**src/rtl/nel_pkg.sv**
```systemverilog
package nel_pkg;
    localparam int ADDR_W  = 32;
    localparam int REG_W   = 6;
    localparam int NREG    = 1 << REG_W;
    localparam int IMM_W   = 12;
    localparam int NSLOT   = 4;
    localparam int SLOT_W  = $clog2(NSLOT);
    localparam int CNT_W   = SLOT_W + 1;

    typedef enum logic [2:0] {
        SZ_BYTE = 3'd0,
        SZ_HALF = 3'd1,
        SZ_WORD = 3'd2,
        SZ_DBL  = 3'd3,
        SZ_QUAD = 3'd4
    } acc_size_e;

    typedef struct packed {
        logic              ec;
        logic              rec;
        logic              flt;
        logic [SLOT_W-1:0] slot;
        logic [2:0]        size;
        logic [REG_W-1:0]  dest;
        logic              av;
        logic              v;
    } slot_status_t;

    localparam int STAT_W = $bits(slot_status_t);

    function automatic logic [ADDR_W-1:0] sext_imm(input logic [IMM_W-1:0] v);
        return {{(ADDR_W-IMM_W){v[IMM_W-1]}}, v};
    endfunction
endpackage

```
**src/rtl/nel_addr_check.sv**
```systemverilog
module nel_addr_check
    import nel_pkg::*;
(
    input  logic [ADDR_W-1:0] base_val,
    input  logic [ADDR_W-1:0] index_val,
    input  logic              use_index,
    input  logic [IMM_W-1:0]  imm,
    input  logic [REG_W-1:0]  dest_reg,
    input  logic [2:0]        acc_size,
    output logic [ADDR_W-1:0] ea,
    output logic              ec,
    output logic              rec
);
    always_comb begin
        ea  = base_val + (use_index ? index_val : sext_imm(imm));
        ec  = 1'b0;
        rec = 1'b0;
        case (acc_size)
            SZ_HALF: ec = ea[0];
            SZ_WORD: ec = |ea[1:0];
            SZ_DBL: begin
                ec  = |ea[2:0];
                rec = dest_reg[0];
            end
            SZ_QUAD: begin
                ec  = |ea[3:0];
                rec = |dest_reg[1:0];
            end
            default: ;
        endcase
    end
endmodule

```
**src/rtl/nel_slot_pick.sv**
```systemverilog
module nel_slot_pick
    import nel_pkg::*;
(
    input  logic [NSLOT-1:0]  busy,
    input  logic [CNT_W-1:0]  count,
    output logic              found,
    output logic [SLOT_W-1:0] idx
);
    logic [NSLOT-1:0] avail;

    for (genvar g = 0; g < NSLOT; g++) begin : g_avail
        assign avail[g] = !busy[g] && (CNT_W'(g) < count);
    end

    always_comb begin
        found = 1'b0;
        idx   = '0;
        for (int i = NSLOT - 1; i >= 0; i--) begin
            if (avail[i]) begin
                found = 1'b1;
                idx   = SLOT_W'(i);
            end
        end
    end


    always_comb begin
        if (found) begin
            pick_free_chk: assert (!busy[idx] && ({1'b0, idx} < count));
        end
    end
endmodule

```
**src/rtl/nel_ne_bank.sv**
```systemverilog
module nel_ne_bank
    import nel_pkg::*;
(
    input  logic             clk,
    input  logic             rst,
    input  logic             set_en,
    input  logic             clr_en,
    input  logic [REG_W-1:0] idx,
    output logic [NREG-1:0]  flags
);
    always_ff @(posedge clk) begin
        if (rst) begin
            flags <= '0;
        end else if (set_en) begin
            flags[idx] <= 1'b1;
        end else if (clr_en) begin
            flags[idx] <= 1'b0;
        end
    end


    ne_set_chk: assert property (@(posedge clk) disable iff (rst)
        set_en |=> flags[$past(idx)]);


    ne_clr_chk: assert property (@(posedge clk) disable iff (rst)
        (clr_en && !set_en) |=> !flags[$past(idx)]);
endmodule

```
**src/rtl/nel_fault_check.sv**
```systemverilog
module nel_fault_check
    import nel_pkg::*;
(
    input  logic                   clk,
    input  logic                   rst,
    input  logic                   req_valid,
    input  logic [REG_W-1:0]       base_reg,
    input  logic [ADDR_W-1:0]      base_val,
    input  logic                   use_index,
    input  logic [REG_W-1:0]       index_reg,
    input  logic [ADDR_W-1:0]      index_val,
    input  logic [IMM_W-1:0]       imm,
    input  logic [REG_W-1:0]       dest_reg,
    input  logic [2:0]             acc_size,
    input  logic                   is_float,
    input  logic                   ctl_valid,
    input  logic                   ctl_log_en,
    input  logic [CNT_W-1:0]       ctl_slot_count,
    input  logic [NSLOT-1:0]       slot_busy,
    output logic                   rsp_valid,
    output logic                   load_go,
    output logic [ADDR_W-1:0]      addr_out,
    output logic                   fault_addr,
    output logic                   fault_reg,
    output logic [NREG-1:0]        gr_ne,
    output logic [NREG-1:0]        fr_ne,
    output logic                   log_we,
    output logic [SLOT_W-1:0]      log_idx,
    output logic [STAT_W-1:0]      log_status,
    output logic [ADDR_W-1:0]      log_addr,
    output logic                   no_slot_err
);
    logic [ADDR_W-1:0] ea;
    logic              ec, rec, any_fault, poisoned, log_on, found;
    logic [SLOT_W-1:0] pick;
    logic [NREG-1:0]   bank_q [2];
    logic [NREG-1:0]   sel_bank;
    slot_status_t      stat;

    nel_addr_check u_addr (
        .base_val (base_val),
        .index_val(index_val),
        .use_index(use_index),
        .imm      (imm),
        .dest_reg (dest_reg),
        .acc_size (acc_size),
        .ea       (ea),
        .ec       (ec),
        .rec      (rec)
    );

    nel_slot_pick u_pick (
        .busy (slot_busy),
        .count(ctl_slot_count),
        .found(found),
        .idx  (pick)
    );

    for (genvar b = 0; b < 2; b++) begin : g_bank
        logic hit;
        assign hit = req_valid && (is_float == b[0]);
        nel_ne_bank u_bank (
            .clk   (clk),
            .rst   (rst),
            .set_en(hit && (any_fault || poisoned)),
            .clr_en(hit && !any_fault && !poisoned),
            .idx   (dest_reg),
            .flags (bank_q[b])
        );
    end

    assign gr_ne = bank_q[0];
    assign fr_ne = bank_q[1];

    always_comb begin
        sel_bank  = is_float ? bank_q[1] : bank_q[0];
        any_fault = ec || rec;
        poisoned  = !any_fault &&
                    (sel_bank[base_reg] || (use_index && sel_bank[index_reg]));
        log_on    = ctl_valid && ctl_log_en;
        stat      = '{ec: ec, rec: rec, flt: is_float, slot: pick,
                      size: acc_size, dest: dest_reg, av: 1'b1, v: 1'b1};
    end

    always_ff @(posedge clk) begin
        if (rst) begin
            rsp_valid   <= 1'b0;
            load_go     <= 1'b0;
            addr_out    <= '0;
            fault_addr  <= 1'b0;
            fault_reg   <= 1'b0;
            log_we      <= 1'b0;
            log_idx     <= '0;
            log_status  <= '0;
            log_addr    <= '0;
            no_slot_err <= 1'b0;
        end else begin
            rsp_valid <= req_valid;
            load_go   <= req_valid && !poisoned;
            log_we    <= req_valid && log_on && found;
            if (req_valid) begin
                addr_out   <= ea;
                fault_addr <= ec;
                fault_reg  <= rec;
                if (log_on && found) begin
                    log_idx    <= pick;
                    log_status <= stat;
                    log_addr   <= ea;
                end
                if (log_on && !found) begin
                    no_slot_err <= 1'b1;
                end
            end
        end
    end


    rsp_pulse_chk: assert property (@(posedge clk) disable iff (rst)
        rsp_valid |-> $past(req_valid));


    log_we_rsp_chk: assert property (@(posedge clk) disable iff (rst)
        log_we |-> rsp_valid);


    suppress_only_clean_chk: assert property (@(posedge clk) disable iff (rst)
        (rsp_valid && !load_go) |-> !(fault_addr || fault_reg));


    err_sticky_chk: assert property (@(posedge clk) disable iff (rst)
        no_slot_err |=> no_slot_err);


    go_only_with_rsp_chk: assert property (@(posedge clk) disable iff (rst)
        load_go |-> rsp_valid);
endmodule

```
**config.mk**
```make
export PLATFORM = sky130hd
export DESIGN_NAME = nel_fault_check
export DESIGN_NICKNAME = d
export VERILOG_FILES = /design/src/rtl/nel_pkg.sv /design/src/rtl/nel_addr_check.sv /design/src/rtl/nel_slot_pick.sv /design/src/rtl/nel_ne_bank.sv /design/src/rtl/nel_fault_check.sv
export SDC_FILE = /design/constraint.sdc
export NUM_CORES = 1
export LEC_CHECK = 0
export ABC_AREA = 1
export BUFFER_PORTS_ARGS = -buffer_cell sky130_fd_sc_hd__clkbuf_2
export CELL_PAD_IN_SITES_DETAIL_PLACEMENT = 0
export CELL_PAD_IN_SITES_GLOBAL_PLACEMENT = 2
export CORE_MARGIN = 4
export CORE_UTILIZATION = 30
export DETAILED_ROUTE_END_ITERATION = 10
export HOLD_SLACK_MARGIN = 0.02
export PLACE_DENSITY = 0.93
export SLEW_MARGIN = 5
export SYNTH_ARGS = -nofsm -noshare
export SYNTH_HDL_FRONTEND = slang
export SYNTH_SLANG_ARGS = --single-unit
```
**constraint.sdc**
```tcl
create_clock -name clk -period 6.13 [get_ports clk]
set_input_delay 1.839 -clock clk [delete_from_list [all_inputs] [get_ports clk]]
set_output_delay 1.839 -clock clk [all_outputs]
set_load 0.005 [all_outputs]
```
==> results.env, run 1 <==
CRITICAL_PATH_DATA_ARRIVAL_TIME_NS=4.95
WIRELENGTH_UM=61880
ANTENNA_FOUND_INITIAL=2
FINAL_CELL_AREA_MM2=0.01698
CTS-HTREE-LEVELS=1
DIEHEIGHT_UM=223.7
YOSYS.CELL_TYPES.COUNT=36
CTS_NUM_SINKS=213
CTS-ROOT-TO-SINK-BUFFERS=3
POST-CTS-SETUP-BUFFER-COUNT=0
SLEW_HEADROOM=0.2301
FLOORPLAN.DIE_AREA_MM2=0.05005
TIMING.CRITICAL_PATH.FROM_TYPE='input port'
YOSYS_WARNINGS=0
STATUS='complete, no violations'
STANDARD_CELL_ROW_COUNT=78
R2R_CELLS=13
SYNTHESIS.NETS=2461
DETAILED_PLACE_HPWL_UM=43550
AVGROUTEDWIREPERCELL_UM=19.44
HOLD_BUFFER_COUNT_AT_CTS=0
PEAKVDDDROP_mV=0.1956
TIMING.CRITICAL_PATH.FANOUT_MAX=129
DRC_ERRORS=0
CP.REQUIRED_NS=6.60
YS_SEQ_ELEMENTS=213
DIODE_INSERTION_COUNT_FOR_ANTENNA_REPAIR=0
CELLINTERNALPOWER_mW=2.727
CTS.CLK_SLEW.WORST_PATHS_NS=0.06
POSTPLACECELLAREA_MM2=0.01603
HOLD_SLACK_NS=0.4633
TIMING.SETUP.CRITICAL_PATH_CLASS='in -> reg'
LAYOUT.CELLS.MOST_COMMON_LIST='516 x sky130_fd_sc_hd__nand2_1, 382 x sky130_fd_sc_hd__nor2_1, 325 x sky130_fd_sc_hd__clkbuf_2'
POST_SYNTH_INSTANCE_AREA_MM2=0.01396
POST-ROUTE-PERIOD-UTIL=0.7301
CRITICAL_PATH.ENDPOINT_TYPE='flop'
LAYOUT-AREA-OVERHEAD-VS-SYNTH_PCT=21.61
POWER_PER_CELL_AREA_mW_PER_MM2=238.0
FINAL_HOLD_VIOLS=0
DRT_FIRST_ITER_VIOLATIONS=1584
GLOBAL_ROUTE_WIRE_LENGTH_BEFORE_REPAIR_UM=93560
GRT.OVERFLOW.TOTAL=0
CTS_BUFFERS=29
MAXCAPVIOLATIONS=0
LAYOUT.CELLS.MOST_COMMON='sky130_fd_sc_hd__nand2_1'
SETUP-TNS-FINAL_NS=0
NNETSFINAL=2708
PERIOD_NEEDED_NS=4.476
DIEWIDTH_UM=223.7
TRITONCTS='yes'
CTS_RESIZED=0
NETSWITCHINGPOWER_mW=1.314
CLK_ROOT_BUFFER_CELL='sky130_fd_sc_hd__clkbuf_16'
REPORT.FINAL.SLEW_VIOL_COUNT=0
CORE_AREA_MM2=0.04567
SYNTH-ASYNC-RESET-RATIO=0
DR.PASS1.ITERS=7
TIMING.FMAX_GHz=0.2234
CLK-INSERTION-DELAY-LATE_NS=0.57
NUMBER_OF_STANDARD_CELLS_AFTER_SYNTHESIS=2318
FIRST_GLOBAL_VIAS=15815
INITIAL_CORE_UTIL=0.3057
LEAKAGEPOWER_nW=9.066
GRT_SETUP_UNREPAIRED='no'
TOP_LEVEL_PORTS=327
SEQ_AREA_FRAC_SYNTH=0.3054
WORST_MAX_SLEW_PIN_SLEW_NS=1.154
ROUTED-VIA-COUNT=16516
CLOCK_SKEW_NS=0.01976
GP_CONGESTION=0.8856
COMB_POWER_SHARE=0.209
SYNTH_EDF_COUNT=0
SEQUENTIALPOWERSHARE=0.361
ANTENNA_LEFT=0
VIAS_PER_CELL=5.189
P_SW_FRAC=0.3251
PIN_COUNT_OF_THE_BIGGEST_NET_ENTERING_GLOBAL_ROUTING=130
SHARE_OF_LAYOUT_CELLS_ABOVE_DRIVE_STRENGTH_1=0.1599
CP_STARTPOINT='use_index'
REGTOREGSETUPSLACK_NS=3.78
TRACK_USAGE=0.2347
HOLD_START='log_addr[4]'
SHARE_CLK_OF_TOTAL_POWER=0.430
FINALSETUPVIOLCOUNT=0
PORT_BUFFERS=326
SYNTH-MAIN-FF-CELL='sky130_fd_sc_hd__dfxtp_1'
POSTSYNTHAREAPERCELL_UM2=6.023
TIMING.HOLD.WORST.CLASS='reg -> reg'
==> layout make-up <==
cell class / instances / area (µm²)
flip-flops and latches: 213 / 4264
fillers: 5034 / 28700
well taps: 600 / 750.7
clock inverters: 11 / 141.4
inverters: 311 / 1167
repair buffers: 357 / 1942
clock buffers: 38 / 809.5
multi-input cells: 1653 / 7903
==> cell usage after synthesis, types with 20 or more instances <==
master / instances / area share
sky130_fd_sc_hd__clkbuf_1: 61 / 0.016
sky130_fd_sc_hd__o211ai_1: 20 / 0.011
sky130_fd_sc_hd__nor2_1: 384 / 0.10
sky130_fd_sc_hd__buf_2: 54 / 0.019
sky130_fd_sc_hd__nand2_1: 517 / 0.14
sky130_fd_sc_hd__nand3_1: 293 / 0.11
sky130_fd_sc_hd__o21a_1: 42 / 0.023
sky130_fd_sc_hd__nor3_1: 55 / 0.020
sky130_fd_sc_hd__ha_1: 31 / 0.028
sky130_fd_sc_hd__a21oi_1: 65 / 0.023
sky130_fd_sc_hd__inv_1: 305 / 0.082
sky130_fd_sc_hd__nand4_1: 134 / 0.060
sky130_fd_sc_hd__dfxtp_1: 213 / 0.31
sky130_fd_sc_hd__o21ai_0: 60 / 0.022
==> metrics by stage <==
step	power (mW)	util	setup slack, ns	instances
floorplan	1.999	-	1.744	2318
global placement	2.316	0.3509	1.233	3134
detailed placement	2.315	0.3509	1.178	3134
CTS	4.061	0.3717	1.758	3183
global route	4.197	0.3717	1.445	3183
finish	4.040	0.3717	1.654	3183
==> layer usage <==
metal  GRT usage  vias up  part of all wire
li1            -     8000                 -
met1      0.3084     7601              0.42
met2      0.3846      774              0.46
met3     0.04285      137             0.083
met4     0.09028        4             0.041
met5           0        -           0.00042
==> logic make-up after synthesis <==
kind of cell / Yosys count / synth area share
buffers and inverters: 452 / 0.1312
and+or+nand+nor: 1393 / 0.4321
DFF: 213 / 0.3054
adders and majority gates: 32 / 0.02922
xor gates and xnor gates: 18 / 0.01129
AOI/OAI and AO/OA: 210 / 0.09079
==> how the worst min path moves through the flow <==
stage	to	slack [ns]	depth (start not counted)
floorplan	log_addr[3]	0.46	2
CTS	log_addr[4]	0.47	2
finish	log_addr[4]	0.46	2
global placement	log_addr[4]	0.46	2
detailed placement	log_addr[4]	0.46	2
global route	log_addr[4]	0.50	2
==> worst max-delay path: stages <==
cell and delay, ns:
sky130_fd_sc_hd__clkbuf_2 0.12, sky130_fd_sc_hd__buf_4 0.24, sky130_fd_sc_hd__nand2_1 0.09, sky130_fd_sc_hd__nand2_1 0.06, sky130_fd_sc_hd__ha_1 0.21, sky130_fd_sc_hd__fa_1 0.41
sky130_fd_sc_hd__xnor2_1 0.35, sky130_fd_sc_hd__nand2_1 0.09, sky130_fd_sc_hd__a21oi_1 0.16, sky130_fd_sc_hd__nand2_1 0.07, sky130_fd_sc_hd__o21ai_0 0.16, sky130_fd_sc_hd__nor2b_4 0.24
sky130_fd_sc_hd__buf_12 0.47, sky130_fd_sc_hd__nand4_1 0.19, sky130_fd_sc_hd__nand2_1 0.09, sky130_fd_sc_hd__inv_1 0.04
==> power by group through the flow <==
| stage | clock network [mW] | registers, mW | logic [mW] |
|---|---|---|---|
| 2_1_floorplan | 0 | 1.48 | 0.514 |
| 3_3_place_gp | 0 | 1.49 | 0.828 |
| 3_5_place_dp | 0 | 1.49 | 0.827 |
| 4_1_cts | 1.77 | 1.46 | 0.831 |
| 5_1_grt | 1.82 | 1.46 | 0.918 |
| 6_report | 1.74 | 1.46 | 0.843 |
Note: power is estimated with default switching activity, not from simulation.
==> run 2: changes to the inputs <==
--- a/config.mk
+++ b/config.mk
@@ -10,10 +10,10 @@
 export CELL_PAD_IN_SITES_DETAIL_PLACEMENT = 0
 export CELL_PAD_IN_SITES_GLOBAL_PLACEMENT = 2
 export CORE_MARGIN = 4
-export CORE_UTILIZATION = 30
+export CORE_UTILIZATION = 28
 export DETAILED_ROUTE_END_ITERATION = 10
 export HOLD_SLACK_MARGIN = 0.02
-export PLACE_DENSITY = 0.93
+export PLACE_DENSITY = 0.88
 export SLEW_MARGIN = 5
 export SYNTH_ARGS = -nofsm -noshare
 export SYNTH_HDL_FRONTEND = slang
==> constraint.sdc (replaced) <==
create_clock -name clk -period 4.3 [get_ports clk]
set_input_delay 1.29 -clock clk [delete_from_list [all_inputs] [get_ports clk]]
set_output_delay 1.29 -clock clk [all_outputs]
set_load 0.005 [all_outputs]
==> results.env, run 2 (synthesis gave the netlist of run 1 again) <==
ANTENNA_LEFT=0
SLEW_HEADROOM=0.4701
TRITONCTS='yes'
CRITICAL_PATH.ENDPOINT_TYPE='flop'
POST-ROUTE-PERIOD-UTIL=0.8646
NNETSFINAL=2728
TIMING.SETUP.CRITICAL_PATH_CLASS='in -> reg'
GP_CONGESTION=0.9031
CLK_ROOT_BUFFER_CELL='sky130_fd_sc_hd__clkbuf_16'
REPORT.FINAL.SLEW_VIOL_COUNT=0
FINAL_HOLD_VIOLS=0
PIN_COUNT_OF_THE_BIGGEST_NET_ENTERING_GLOBAL_ROUTING=68
TOP_LEVEL_PORTS=327
GRT_SETUP_UNREPAIRED='no'
FIRST_GLOBAL_VIAS=15758
DRT_FIRST_ITER_VIOLATIONS=1488
LAYOUT.CELLS.MOST_COMMON_LIST='516 x sky130_fd_sc_hd__nand2_1, 382 x sky130_fd_sc_hd__nor2_1, 325 x sky130_fd_sc_hd__clkbuf_2'
CTS-ROOT-TO-SINK-BUFFERS=3
CTS-HTREE-LEVELS=1
SHARE_OF_LAYOUT_CELLS_ABOVE_DRIVE_STRENGTH_1=0.1662
HOLD_BUFFER_COUNT_AT_CTS=0
DETAILED_PLACE_HPWL_UM=45170
CLOCK_SKEW_NS=0.04516
GRT.OVERFLOW.TOTAL=0
DIEHEIGHT_UM=231.3
MAXCAPVIOLATIONS=0
STATUS='complete, no violations'
AVGROUTEDWIREPERCELL_UM=19.14
REGTOREGSETUPSLACK_NS=2.09
CTS_BUFFERS=29
TRACK_USAGE=0.2220
CLK-INSERTION-DELAY-LATE_NS=0.59
DIODE_INSERTION_COUNT_FOR_ANTENNA_REPAIR=0
POWER_PER_CELL_AREA_mW_PER_MM2=333.6
PERIOD_NEEDED_NS=3.718
SETUP-TNS-FINAL_NS=0
CTS.CLK_SLEW.WORST_PATHS_NS=0.06
TIMING.FMAX_GHz=0.2690
VIAS_PER_CELL=5.074
DR.PASS1.ITERS=7
PEAKVDDDROP_mV=0.2424
CTS_RESIZED=0
STDCELL_COUNT=3269
CTS_NUM_SINKS=213
PRE_CTS_SLACK_NS=0.04173
DIEWIDTH_UM=231.3
LAYOUT.CELLS.MOST_COMMON='sky130_fd_sc_hd__nand2_1'
DRC_ERRORS=0
CRITICAL_PATH_DATA_ARRIVAL_TIME_NS=4.20
POST-CTS-SETUP-BUFFER-COUNT=0
GLOBAL_ROUTE_WIRE_LENGTH_BEFORE_REPAIR_UM=94040
PORT_BUFFERS=326
ROUTED-VIA-COUNT=16587
WIRELENGTH_UM=62560
CORE_AREA_MM2=0.04915
TIMING.CRITICAL_PATH.FANOUT_MAX=44
INITIAL_CORE_UTIL=0.2840
TIMING.CRITICAL_PATH.FROM_TYPE='input port'
FINALSETUPVIOLCOUNT=0
STANDARD_CELL_ROW_COUNT=81
TIMING.HOLD.WORST.CLASS='reg -> reg'
WORST_MAX_SLEW_PIN_SLEW_NS=0.7887
PLACEDCELLCOUNT=3218
LAYOUT-AREA-OVERHEAD-VS-SYNTH_PCT=23.75
CP.REQUIRED_NS=4.78
LEAKAGEPOWER_nW=9.183
TIMING.FINAL.WS_SETUP_NS=0.5823
FLOORPLAN.DIE_AREA_MM2=0.05350
ANTENNA_FOUND_INITIAL=0
[run 2: worst paths after layout]
path / startpoint / end / cells after the start
setup / recovery: use_index / flop / 16
hold / removal: log_addr[3] / log_addr[3] / 2
setup reg to reg: flop / flop / 14
hold reg to reg: log_addr[3] / log_addr[3] / 2
[run 2: cell type report]
class                      instances  area [µm²]
timing repair buffer             377        2167
fill                            5467       31880
tap                              664       830.8
inverter                         311        1167
clock inverter                    14       158.9
clock buffer                      37       785.8
sequential                       213        4264
multi-input combinational       1653        7903
[run 2: metal layers]
metal	vias up	track usage	share of wire
met2	780	0.3640	0.45
met3	142	0.03896	0.082
met4	0	0.09359	0.047
met5	-	0	0
li1	8017	-	-
met1	7648	0.2879	0.42
[run 2: metrics by stage]
stage / util / cell area [µm²] / power, mW / hold slack, ns
global placement: 0.3323 / 16330 / 3.339 / 0.4606
detailed placement: 0.3323 / 16330 / 3.341 / 0.4687
floorplan: - / 13960 / 2.850 / 0.4574
CTS: 0.3515 / 17280 / 5.817 / 0.4775
global route: 0.3515 / 17280 / 6.001 / 0.4870
finish: 0.3515 / 17280 / 5.763 / 0.4769
[run 2: power breakdown]
group,switching [mW],internal [mW],leakage [nW]
logic,0.845,0.389,7.00
registers,0.0431,2.04,1.73
clock network,0.987,1.46,0.456
[run 2: critical path: stages]
cell and delay [ns]:
sky130_fd_sc_hd__clkbuf_2 0.19, sky130_fd_sc_hd__inv_1 0.10, sky130_fd_sc_hd__nand2_1 0.06, sky130_fd_sc_hd__nand2_1 0.05, sky130_fd_sc_hd__ha_1 0.22, sky130_fd_sc_hd__fa_1 0.41, sky130_fd_sc_hd__xnor2_1 0.37, sky130_fd_sc_hd__nand2_1 0.10
sky130_fd_sc_hd__a21oi_1 0.15, sky130_fd_sc_hd__nand2_1 0.07, sky130_fd_sc_hd__o21ai_0 0.14, sky130_fd_sc_hd__nor2b_4 0.46, sky130_fd_sc_hd__buf_12 0.29, sky130_fd_sc_hd__nand4_1 0.14, sky130_fd_sc_hd__nand2_1 0.08, sky130_fd_sc_hd__inv_1 0.03
